===== src/rtl/ssp_pkg.sv =====
package ssp_pkg;
  localparam int WORD_W = 16;

  typedef struct packed {
    logic loadTx;    // take next word into the transmit shifter
    logic shiftTx;   // advance transmit shifter by one bit
    logic sampleRx;  // capture one received bit
    logic pushRx;    // this capture completes a word
  } sspStrobes_t;
endpackage


===== src/rtl/ssp_fifo.sv =====
module ssp_fifo #(
  parameter int W     = 16,
  parameter int DEPTH = 16
) (
  input  logic                       clk,
  input  logic                       rstN,
  input  logic                       push,
  input  logic [W-1:0]               wdata,
  input  logic                       pop,
  output logic [W-1:0]               rdata,
  output logic                       full,
  output logic                       empty,
  output logic [$clog2(DEPTH):0]     count
);
  localparam int AW = $clog2(DEPTH);
  localparam int CW = AW + 1;

  logic [W-1:0]  mem [DEPTH];
  logic [AW-1:0] wrPtr, rdPtr;
  logic          doPush, doPop;

  assign full   = (count == CW'(DEPTH));
  assign empty  = (count == '0);
  assign doPush = push & ~full;
  assign doPop  = pop & ~empty;
  assign rdata  = mem[rdPtr];

  always_ff @(posedge clk) begin
    if (doPush) mem[wrPtr] <= wdata;
  end

  always_ff @(posedge clk or negedge rstN) begin
    if (!rstN) begin
      wrPtr <= '0;
      rdPtr <= '0;
      count <= '0;
    end else begin
      if (doPush) wrPtr <= wrPtr + 1'b1;
      if (doPop)  rdPtr <= rdPtr + 1'b1;
      case ({doPush, doPop})
        2'b10:   count <= count + 1'b1;
        2'b01:   count <= count - 1'b1;
        default: count <= count;
      endcase
    end
  end
endmodule


===== src/rtl/ssp_datapath.sv =====
module ssp_datapath
  import ssp_pkg::*;
#(
  parameter int DEPTH = 16
) (
  input  logic                   clk,
  input  logic                   rstN,
  input  sspStrobes_t            st,
  input  logic                   txPush,
  input  logic [WORD_W-1:0]      txData,
  input  logic                   rxPop,
  input  logic                   ovrClr,
  input  logic                   rxdIn,
  output logic                   txdOut,
  output logic [WORD_W-1:0]      rxData,
  output logic                   txFull,
  output logic                   txEmpty,
  output logic                   rxEmpty,
  output logic [$clog2(DEPTH):0] txCnt,
  output logic [$clog2(DEPTH):0] rxCnt,
  output logic                   ovrFlag,
  output logic                   txHalfIrq,
  output logic                   rxHalfIrq
);
  localparam int CW   = $clog2(DEPTH) + 1;
  localparam int HALF = DEPTH / 2;

  logic [WORD_W-1:0] txHead, txShift, rxShift, rxWord;
  logic              rxFull, rxdMeta, rxdSync;

  ssp_fifo #(.W(WORD_W), .DEPTH(DEPTH)) txFifo_i (
    .clk(clk), .rstN(rstN), .push(txPush), .wdata(txData),
    .pop(st.loadTx), .rdata(txHead), .full(txFull), .empty(txEmpty),
    .count(txCnt)
  );

  ssp_fifo #(.W(WORD_W), .DEPTH(DEPTH)) rxFifo_i (
    .clk(clk), .rstN(rstN), .push(st.pushRx), .wdata(rxWord),
    .pop(rxPop), .rdata(rxData), .full(rxFull), .empty(rxEmpty),
    .count(rxCnt)
  );

  assign rxWord = {rxShift[WORD_W-2:0], rxdSync};
  assign txdOut = txShift[WORD_W-1];

  always_ff @(posedge clk or negedge rstN) begin
    if (!rstN) begin
      txShift <= '0;
      rxShift <= '0;
      rxdMeta <= 1'b0;
      rxdSync <= 1'b0;
      ovrFlag <= 1'b0;
    end else begin
      rxdMeta <= rxdIn;
      rxdSync <= rxdMeta;
      if (st.loadTx)       txShift <= txEmpty ? '0 : txHead;
      else if (st.shiftTx) txShift <= {txShift[WORD_W-2:0], 1'b0};
      if (st.sampleRx)     rxShift <= rxWord;
      if (st.pushRx && rxFull) ovrFlag <= 1'b1;
      else if (ovrClr)         ovrFlag <= 1'b0;
    end
  end

  assign txHalfIrq = (txCnt <= CW'(HALF));
  assign rxHalfIrq = (rxCnt >= CW'(HALF));
endmodule


===== src/rtl/ssp_ctrl.sv =====
module ssp_ctrl
  import ssp_pkg::*;
#(
  parameter int DIVW     = 8,
  parameter int MIN_HALF = 4
) (
  input  logic            clk,
  input  logic            rstN,
  input  logic            masterMode,
  input  logic            rxEn,
  input  logic [DIVW-1:0] clkDiv,
  input  logic            txEmpty,
  input  logic            sckIn,
  input  logic            txFsIn,
  input  logic            rxFsIn,
  output sspStrobes_t     st,
  output logic            sckOut,
  output logic            txFsOut,
  output logic            rxFsOut
);
  localparam int BW = $clog2(WORD_W);
  localparam logic [DIVW-1:0] MINH = DIVW'(MIN_HALF);
  localparam logic [BW-1:0]   LAST = BW'(WORD_W - 1);

  // master timing
  logic [DIVW-1:0] halfLen, halfCnt;
  logic [BW-1:0]   mBit;
  logic            mActive, sckReg, mStart, mTick;
  sspStrobes_t     mSt, sSt;

  assign halfLen = (clkDiv < MINH) ? MINH : clkDiv;
  assign mStart  = ~mActive & ~txEmpty;
  assign mTick   = mActive & (halfCnt == halfLen - 1'b1);

  always_ff @(posedge clk or negedge rstN) begin
    if (!rstN) begin
      mActive <= 1'b0;
      sckReg  <= 1'b0;
      halfCnt <= '0;
      mBit    <= '0;
    end else if (!masterMode) begin
      mActive <= 1'b0;
      sckReg  <= 1'b0;
      halfCnt <= '0;
      mBit    <= '0;
    end else if (mStart) begin
      mActive <= 1'b1;
      sckReg  <= 1'b0;
      halfCnt <= '0;
      mBit    <= '0;
    end else if (mTick) begin
      halfCnt <= '0;
      sckReg  <= ~sckReg;
      if (sckReg) begin
        mBit <= mBit + 1'b1;
        if (mBit == LAST) mActive <= 1'b0;
      end
    end else if (mActive) begin
      halfCnt <= halfCnt + 1'b1;
    end
  end

  always_comb begin
    mSt.loadTx   = mStart;
    mSt.shiftTx  = mTick & sckReg;
    mSt.sampleRx = mTick & ~sckReg & rxEn;
    mSt.pushRx   = mTick & ~sckReg & rxEn & (mBit == LAST);
  end

  // slave timing: two-flop synchronizers then edge detect
  logic [2:0]    syncMeta, syncQ;
  logic          sckPrev, txFsPrev;
  logic [BW-1:0] sRxBit;
  logic          sRise, sFall, txFsRise;

  always_ff @(posedge clk or negedge rstN) begin
    if (!rstN) begin
      syncMeta <= '0;
      syncQ    <= '0;
      sckPrev  <= 1'b0;
      txFsPrev <= 1'b0;
      sRxBit   <= '0;
    end else begin
      syncMeta <= {rxFsIn, txFsIn, sckIn};
      syncQ    <= syncMeta;
      sckPrev  <= syncQ[0];
      txFsPrev <= syncQ[1];
      if (masterMode || !syncQ[2]) sRxBit <= '0;
      else if (sRise)              sRxBit <= sRxBit + 1'b1;
    end
  end

  assign sRise    = syncQ[0] & ~sckPrev;
  assign sFall    = ~syncQ[0] & sckPrev;
  assign txFsRise = syncQ[1] & ~txFsPrev;

  always_comb begin
    sSt.loadTx   = txFsRise;
    sSt.shiftTx  = sFall & syncQ[1];
    sSt.sampleRx = sRise & syncQ[2];
    sSt.pushRx   = sRise & syncQ[2] & (sRxBit == LAST);
  end

  assign st      = masterMode ? mSt : sSt;
  assign sckOut  = masterMode & sckReg;
  assign txFsOut = masterMode & mActive;
  assign rxFsOut = masterMode & mActive & rxEn;
endmodule


===== src/rtl/dual_fifo_ssp.sv =====
module dual_fifo_ssp
  import ssp_pkg::*;
#(
  parameter int SYS_HZ     = 4_096_000,
  parameter int MAX_SCK_HZ = 512_000,
  parameter int DIVW       = 8,
  parameter int DEPTH      = 16
) (
  input  logic              clk,
  input  logic              rstN,
  input  logic              masterMode,
  input  logic              rxEn,
  input  logic [DIVW-1:0]   clkDiv,
  input  logic              txPush,
  input  logic [WORD_W-1:0] txData,
  output logic              txFull,
  input  logic              rxPop,
  output logic [WORD_W-1:0] rxData,
  output logic              rxEmpty,
  input  logic              ovrClr,
  output logic              ovrFlag,
  output logic              txHalfIrq,
  output logic              rxHalfIrq,
  output logic              sckOut,
  input  logic              sckIn,
  output logic              txdOut,
  input  logic              rxdIn,
  output logic              txFsOut,
  input  logic              txFsIn,
  output logic              rxFsOut,
  input  logic              rxFsIn,
  output logic              serOe
);
  localparam int MIN_HALF = (SYS_HZ + 2 * MAX_SCK_HZ - 1) / (2 * MAX_SCK_HZ);
  localparam int CW       = $clog2(DEPTH) + 1;

  sspStrobes_t   st;
  logic          txEmpty;
  logic [CW-1:0] txCnt, rxCnt;

  assign serOe = masterMode;

  ssp_ctrl #(.DIVW(DIVW), .MIN_HALF(MIN_HALF)) ctrl_i (
    .clk(clk), .rstN(rstN), .masterMode(masterMode), .rxEn(rxEn),
    .clkDiv(clkDiv), .txEmpty(txEmpty), .sckIn(sckIn), .txFsIn(txFsIn),
    .rxFsIn(rxFsIn), .st(st), .sckOut(sckOut), .txFsOut(txFsOut),
    .rxFsOut(rxFsOut)
  );

  ssp_datapath #(.DEPTH(DEPTH)) dp_i (
    .clk(clk), .rstN(rstN), .st(st), .txPush(txPush), .txData(txData),
    .rxPop(rxPop), .ovrClr(ovrClr), .rxdIn(rxdIn), .txdOut(txdOut),
    .rxData(rxData), .txFull(txFull), .txEmpty(txEmpty), .rxEmpty(rxEmpty),
    .txCnt(txCnt), .rxCnt(rxCnt), .ovrFlag(ovrFlag),
    .txHalfIrq(txHalfIrq), .rxHalfIrq(rxHalfIrq)
  );
endmodule


===== config.mk =====
export PLATFORM = sky130hd
export DESIGN_NAME = dual_fifo_ssp
export DESIGN_NICKNAME = d
export VERILOG_FILES = /design/src/rtl/ssp_pkg.sv /design/src/rtl/ssp_fifo.sv /design/src/rtl/ssp_datapath.sv /design/src/rtl/ssp_ctrl.sv /design/src/rtl/dual_fifo_ssp.sv
export SDC_FILE = /design/constraint.sdc
export NUM_CORES = 1
export LEC_CHECK = 0
export ABC_AREA = 1
export BUFFER_PORTS_ARGS = -buffer_cell sky130_fd_sc_hd__buf_2
export CORE_MARGIN = 4
export CORE_UTILIZATION = 50
export CTS_BUF_LIST = sky130_fd_sc_hd__clkbuf_4 sky130_fd_sc_hd__clkbuf_8 sky130_fd_sc_hd__clkbuf_16
export DETAILED_ROUTE_END_ITERATION = 12
export PLACE_DENSITY = 0.63
export SYNTH_ARGS = -nofsm -noshare
export SYNTH_HDL_FRONTEND = slang
export SYNTH_SLANG_ARGS = --single-unit

===== constraint.sdc =====
create_clock -name clk -period 4.05 [get_ports clk]
set_input_delay 0.6075 -clock clk [delete_from_list [all_inputs] [get_ports clk]]
set_output_delay 0.6075 -clock clk [all_outputs]
set_load 0.02 [all_outputs]

# Yosys cells after proc, flatten, opt, wreduce, memory -nomap -nowiden

Memory sizes are Yosys's and may differ from the RTL's.
Cells that the tools add are included.
W data, S select, Z words.

Input bits: 35
Memories: 2
Output and inout port bits: 26
Logic and storage cells: 121
RAM bits: 512
Register bits: 86

Memory list:

| memory            | words | width | rd ports | clocked after memory_dff | write ports | line           | source |
|---|---|---|---|---|---|---|---|
| dp_i.rxFifo_i.mem | 16    | 16    | 1        | 0                        | 1           | ssp_fifo.sv:18 | `logic [W-1:0] mem [DEPTH];` |
| dp_i.txFifo_i.mem | 16    | 16    | 1        | 0                        | 1           | ssp_fifo.sv:18 |  |

Bitwise logic cells: 28
Equal/unequal tests: 13
Add/sub/neg operators: 12
Mux-type cells: 31
Reduce and logical (&&, ||, !) cells: 12
$lt $le $gt $ge: 3

Operators by type and width:

| cell                  | count |
|---|---|
| $mux W16              | 3 |
| $mux W8               | 5 |
| $mux W4               | 7 |
| $add A4 B1 Y4 const B | 6 |
| $pmux W5 S2           | 2 |
| $and A1 B1 Y1         | 19 |
| $mux W1               | 14 |
| $add A5 B1 Y5 const B | 2 |
| $eq A5 B5 Y1 const B  | 2 |
| $logic_not A5 Y1      | 2 |
| $reduce_bool A2 Y1    | 5 |
| $sub A5 B1 Y5 const B | 2 |
| $ne A3 B1 Y1 const B  | 3 |
| $not A1 Y1            | 9 |
| $add A8 B1 Y8 const B | 1 |
| $eq A4 B4 Y1 const B  | 2 |
| $eq A8 B8 Y1          | 1 |
| $lt A8 B3 Y1 const B  | 1 |
| $sub A8 B1 Y8 const B | 1 |
| $ge A5 B4 Y1 const B  | 1 |
| $le A5 B4 Y1 const B  | 1 |
| $eq A2 B1 Y1 const B  | 2 |
| $eq A2 B2 Y1 const B  | 2 |
| $ne A4 B1 Y1 const B  | 1 |
| 5 further kinds       | 5 |

# Depth between registers and ports, before layout

Depth in word-level cells: 12
Mapped depth: 27
Depth with buffers taken out: 27

# By module

A second synthesis with hierarchy kept.

Cells, all modules: 2628
Area total of the unflattened synthesis: 26291.5 um^2

Modules (own cells, without submodules):

| module                    | cells an instance | seq. area each (um^2) | instances | area an instance (um^2) |
|---|---|---|---|---|
| ssp_fifo at dp_i.rxFifo_i | 1119              | 8012.7                | 1         | 11598.6 |
| ssp_fifo at dp_i.txFifo_i | 1119              | 8012.7                | 1         | 11586.1 |
| ssp_ctrl                  | 203               | 650.6                 | 1         | 1576.5 |
| ssp_datapath              | 186               | 850.8                 | 1         | 1522.7 |
| dual_fifo_ssp             | 1                 | 0.0                   | 1         | 7.5 |

# Worst setup path after synthesis

Ideal clock, no wire load.

Path kind: input to register
Start point: input clkDiv[7]
End point: register dp_i.rxFifo_i.count[4]
Path slack: 0.691 ns
Required time: 3.925 ns
Path buffers: 0
Stages on the path: 22
Arrival: 3.234 ns
Library setup time: 0.125 ns
Cells stage by stage: nor2_2 -> nand3_4 -> nand2_1 -> ha_1 -> xnor2_1 -> nor2_1 -> nand3_1 -> nor2_1 -> nand2_1 -> nor2_4 -> nand4_1 -> nand2_4 -> nand2_2 -> ha_1 -> ha_1 -> a21oi_1 -> nor2_1 -> nor2_1 -> nand2_1 -> nand2_1 -> nor2_1 -> xor2_1

Cells in the longest elaborated chain, start to end: 12
Elaborated cells on any way between the ends: 14
Classes of those cells: 1 x add/sub; 1 x order compare; 3 x eq/ne; 3 x mux; 5 x bitwise; 1 x reduce/logical

Ends and longest elaborated chain:

| what                                                     | line                | source |
|---|---|---|
| from (decl)                                              | dual_fifo_ssp.sv:13 | `input logic [DIVW-1:0] clkDiv,` |
| $lt A8 B3 Y1                                             | ssp_ctrl.sv:31      | `assign halfLen = (clkDiv < MINH) ? MINH : clkDiv;` |
| $mux W8 (*)                                              | ssp_ctrl.sv:31      |  |
| $sub A8 B1 Y8 (*)                                        | ssp_ctrl.sv:33      | `assign mTick = mActive & (halfCnt == halfLen - 1'b1);` |
| $eq A8 B8 Y1 (*)                                         | ssp_ctrl.sv:33      |  |
| $and A1 B1 Y1 (*)                                        | ssp_ctrl.sv:33      |  |
| $and A1 B1 Y1 (*) (3 in series)                          | ssp_ctrl.sv:67      | `mSt.pushRx = mTick & ~sckReg & rxEn & (mBit == LAST);` |
| $mux W4 (*)                                              | ssp_ctrl.sv:104     | `assign st = masterMode ? mSt : sSt;` |
| $and A1 B1 Y1 (*)                                        | ssp_fifo.sv:24      | `assign doPush = push & ~full;` |
| $eq A2 B1 Y1 / $eq A2 B2 Y1 (equally long branches)      | ssp_fifo.sv:40      | `case ({doPush, doPop})` |
| $pmux W5 S2 / $reduce_bool A2 Y1 (equally long branches) | n/a                 |  |
| to (signal assigned)                                     | ssp_fifo.sv:41      | `2'b10: count <= count + 1'b1;` |
| to (signal assigned)                                     | ssp_fifo.sv:42      | `2'b01: count <= count - 1'b1;` |
| to (signal assigned)                                     | ssp_fifo.sv:43      | `default: count <= count;` |
| to (decl)                                                | ssp_fifo.sv:13      | `output logic [$clog2(DEPTH):0] count` |

Mark *: on every way between the ends. The rest lies on a longest branch, timed or not.
A chain may end at the register's enable or synchronous reset.

# Worst setup path after layout

Start point: register dp_i.rxFifo_i.rdPtr[3]
End point: output rxData[6]

Cells in the longest elaborated chain, start to end: 1

Ends and longest elaborated chain:

| what                   | line                | source |
|---|---|---|
| from (decl)            | ssp_fifo.sv:19      | `logic [AW-1:0] wrPtr, rdPtr;` |
| from (signal assigned) | ssp_fifo.sv:39      | `if (doPop) rdPtr <= rdPtr + 1'b1;` |
| $mem_v2 Z16 W16        | n/a                 |  |
| to (decl)              | dual_fifo_ssp.sv:18 | `output logic [WORD_W-1:0] rxData,` |

No other way between the ends.

==> flow_summary.ini <==
[power_and_ir_drop]
netSwitchingFraction = 0.352
p_clk_frac = 0.292
p_sw_w = 0.00655
power_density_nw_per_um2 = 675
p_seq_frac = 0.409
p_int_w = 0.0121
p_leak_nw = 9.95
ir_worst_vdd_v = 0.000409
p_comb_frac = 0.299

[setup_path]
start_kind = flop
cp_slowest_cell = dfrtp_1
arrival_ns = 2.82
cp_max_fo = 17
crit_type = flop to output pin
timing.rr.start = dp_i.rxFifo_i.count[1]
critPathTopFamily = buffers and inverters
critical_path.startpoint = dp_i.rxFifo_i.rdPtr[3]
cp_data_required_time_ns = 3.44
crit_path_end_kind = output pin
path_buf_inv = 2
max_stage_delay_ns = 0.83
crit_chain = clkinv_1 > o211ai_1 > nand2_1 > buf_2

[timing]
final_hold_viol_count = 0
fmax_mhz = 291
rsz0062_at_grt = false
slew_violations = 0
period_minus_slack_ns = 3.43
fin_tns_setup_ns = 0
worst_clock_skew_ns = 0.0246
slew_headroom = 0.451
worstMarginPinSlew_ns = 0.824
finalSetupViolations = 0
fin_crit_sh = 0.847

[route]
dr.pass1.iters = 7
viasPerCell = 5.81
drtIter0Drc = 1379
vias = 15300
wl_per_cell_um = 21.5
drc = 0
drt_wl_total_mm = 56.8
ant_nets = 0

[grt]
grt_pass1_wl_mm = 87.5
overflow = 0
grt_pass1_vias = 14900
antenna_found_initial = 2
grt_util_all_layers = 0.214
grt_max_degree = 92

[floorplanning]
core-area_um2 = 48000
io_pins = 61
dieHeight_um = 229
core.rowCount = 80
die_x_um = 229
die_area_um2 = 52600
start_util = 0.509

[hold_path]
hold_path_class = input pin to asynchronous set/reset pin

[finish]
register_area_um2 = 17500
drive_above_1_share = 0.137
multi_input_area_um2 = 6210
area_growth_pct = 12.8
final_core_util = 0.575
antenna_cells = 0
fillers = 3835
nNetsFinal = 2036

[logic_synthesis]
ys_ff_latch = 598
synth_commonest_cells = 512 x edfxtp_1, 285 x nor2_1, 228 x o21ai_0
synth_flop_cell = edfxtp_1
yosysMostFrequentCell = edfxtp_1
synth_edf_count = 512
syn-cell-area_um2 = 24500
yosys_warnings = 0
seq_area_frac_synth = 0.716
synth.largest_area_cell = edfxtp_1
netlist_instances = 1908
synth.avg_cell_area_um2 = 12.8
async_reset_ff_frac = 0.144
synth_fp_nets = 1967
synth_cell_types = 42
yosysTopAreaCellShare = 0.628
synth.area.top_cells = edfxtp_1 63%, dfrtp_1 8.8%, o21ai_0 4.7%, nor2_1 4.4%, o221ai_1 3.4%

[clocking]
insertion_delay_ns = 0.61
cts.sinks = 598
post-cts-setup-buffers = 0
cts_resized = 0
clk_pin_slew_ns = 0.06
cts_tree = done
cts_buffer_depth = 3
ctsHoldBuffers = 0
h-tree-depth = 2
cts_buffers = 61
root_buffer = clkbuf_16

[place]
place_hpwl_mm = 33.2
place.port_buffers = 60
place_congestion = 0.841

[run]
cap_violations = 0

[status]
status = finished clean
[registers in the layout, summed over array words and instances (netlist names), 5 cells and up]
signal	count
dp_i.rxFifo_i.mem	256
dp_i.txFifo_i.mem	256
dp_i.txShift	16
dp_i.rxShift	15
ctrl_i.halfCnt	8
dp_i.rxFifo_i.count	5
dp_i.txFifo_i.count	5
[through the flow]
| stage | hold WS [ns] | setup WS, ns | power, W | instance area [um^2] | std cells |
|---|---|---|---|---|---|
| 3_5_place_dp | 0.341 | 0.259 | 0.0133 | 25600 | 2529 |
| 6_report | 0.0868 | 0.619 | 0.0186 | 27600 | 2639 |
| 5_1_grt | 0.0943 | 0.416 | 0.0196 | 27600 | 2639 |
| 2_1_floorplan | 0.312 | 0.691 | 0.0113 | 24500 | 1908 |
| 4_1_cts | 0.0810 | 0.585 | 0.0188 | 27600 | 2639 |
| 3_3_place_gp | 0.338 | 0.360 | 0.0132 | 25600 | 2529 |
[cells in the final DEF, fill, tap and decap left out, drive strengths merged, types with 18 or more instances in the layout]
cell type | Yosys | final
edfxtp | 512 | 512
nor2 | 289 | 289
o21ai | 245 | 245
nand2 | 196 | 196
buf | 27 | 115
o221ai | 95 | 95
inv | 88 | 87
dfrtp | 86 | 86
clkbuf | 82 | 83
nand3 | 74 | 74
mux2i | 50 | 50
clkinv | 6 | 29
o211ai | 27 | 27
o22ai | 23 | 23
ha | 22 | 22
xor2 | 18 | 18
[cells by family after synthesis]
family                     count (synthesis)  synth area share
DFF                                      598             0.716
and+or+nand+nor                          587             0.101
AOI/OAI and AO/OA                        421             0.107
buffers and inverters                    203            0.0336
muxes                                     50            0.0204
xor gates and xnor gates                  25           0.00895
adders and majority gates                 24            0.0129
[worst paths after layout]
check | to | slack [ns] | depth (start not counted)
max reg2reg | dp_i.rxFifo_i.count[4] | 1.05 | 16
max in group asynchronous | dp_i.rxFifo_i.rdPtr[0] | 3.05 | 2
min | ctrl_i.syncMeta[1] | 0.09 | 1
min reg2reg | ctrl_i.syncQ[1] | 0.36 | 0
max | rxData[6] | 0.62 | 4
min in group clk | dp_i.rxdMeta | 0.12 | 1
[metal layers]
| layer | GRT usage | share of wire |
|---|---|---|
| met5 | 0 | 0.00047 |
| met4 | 0.0527 | 0.023 |
| met3 | 0.0362 | 0.063 |
| met2 | 0.344 | 0.48 |
| met1 | 0.307 | 0.44 |
[power groups by stage]
stage               registers, W  clock network [W]  logic, W
CTS                      0.00762            0.00554   0.00561
global route             0.00768            0.00580   0.00612
finish                   0.00762            0.00545   0.00556
detailed placement       0.00775                  0   0.00559
global placement         0.00773                  0   0.00546
floorplan                0.00751                  0   0.00382
[cell type report]
| cell class | count | share of cell area |
|---|---|---|
| multi-input combinational | 1107 | 0.225 |
| clock buffer | 83 | 0.0645 |
| inverter | 94 | 0.0130 |
| timing repair buffer | 115 | 0.0277 |
| tap | 615 | 0.0279 |
| clock inverter | 27 | 0.00680 |
| sequential | 598 | 0.635 |
No activity file was read; power rests on OpenSTA's default activity.
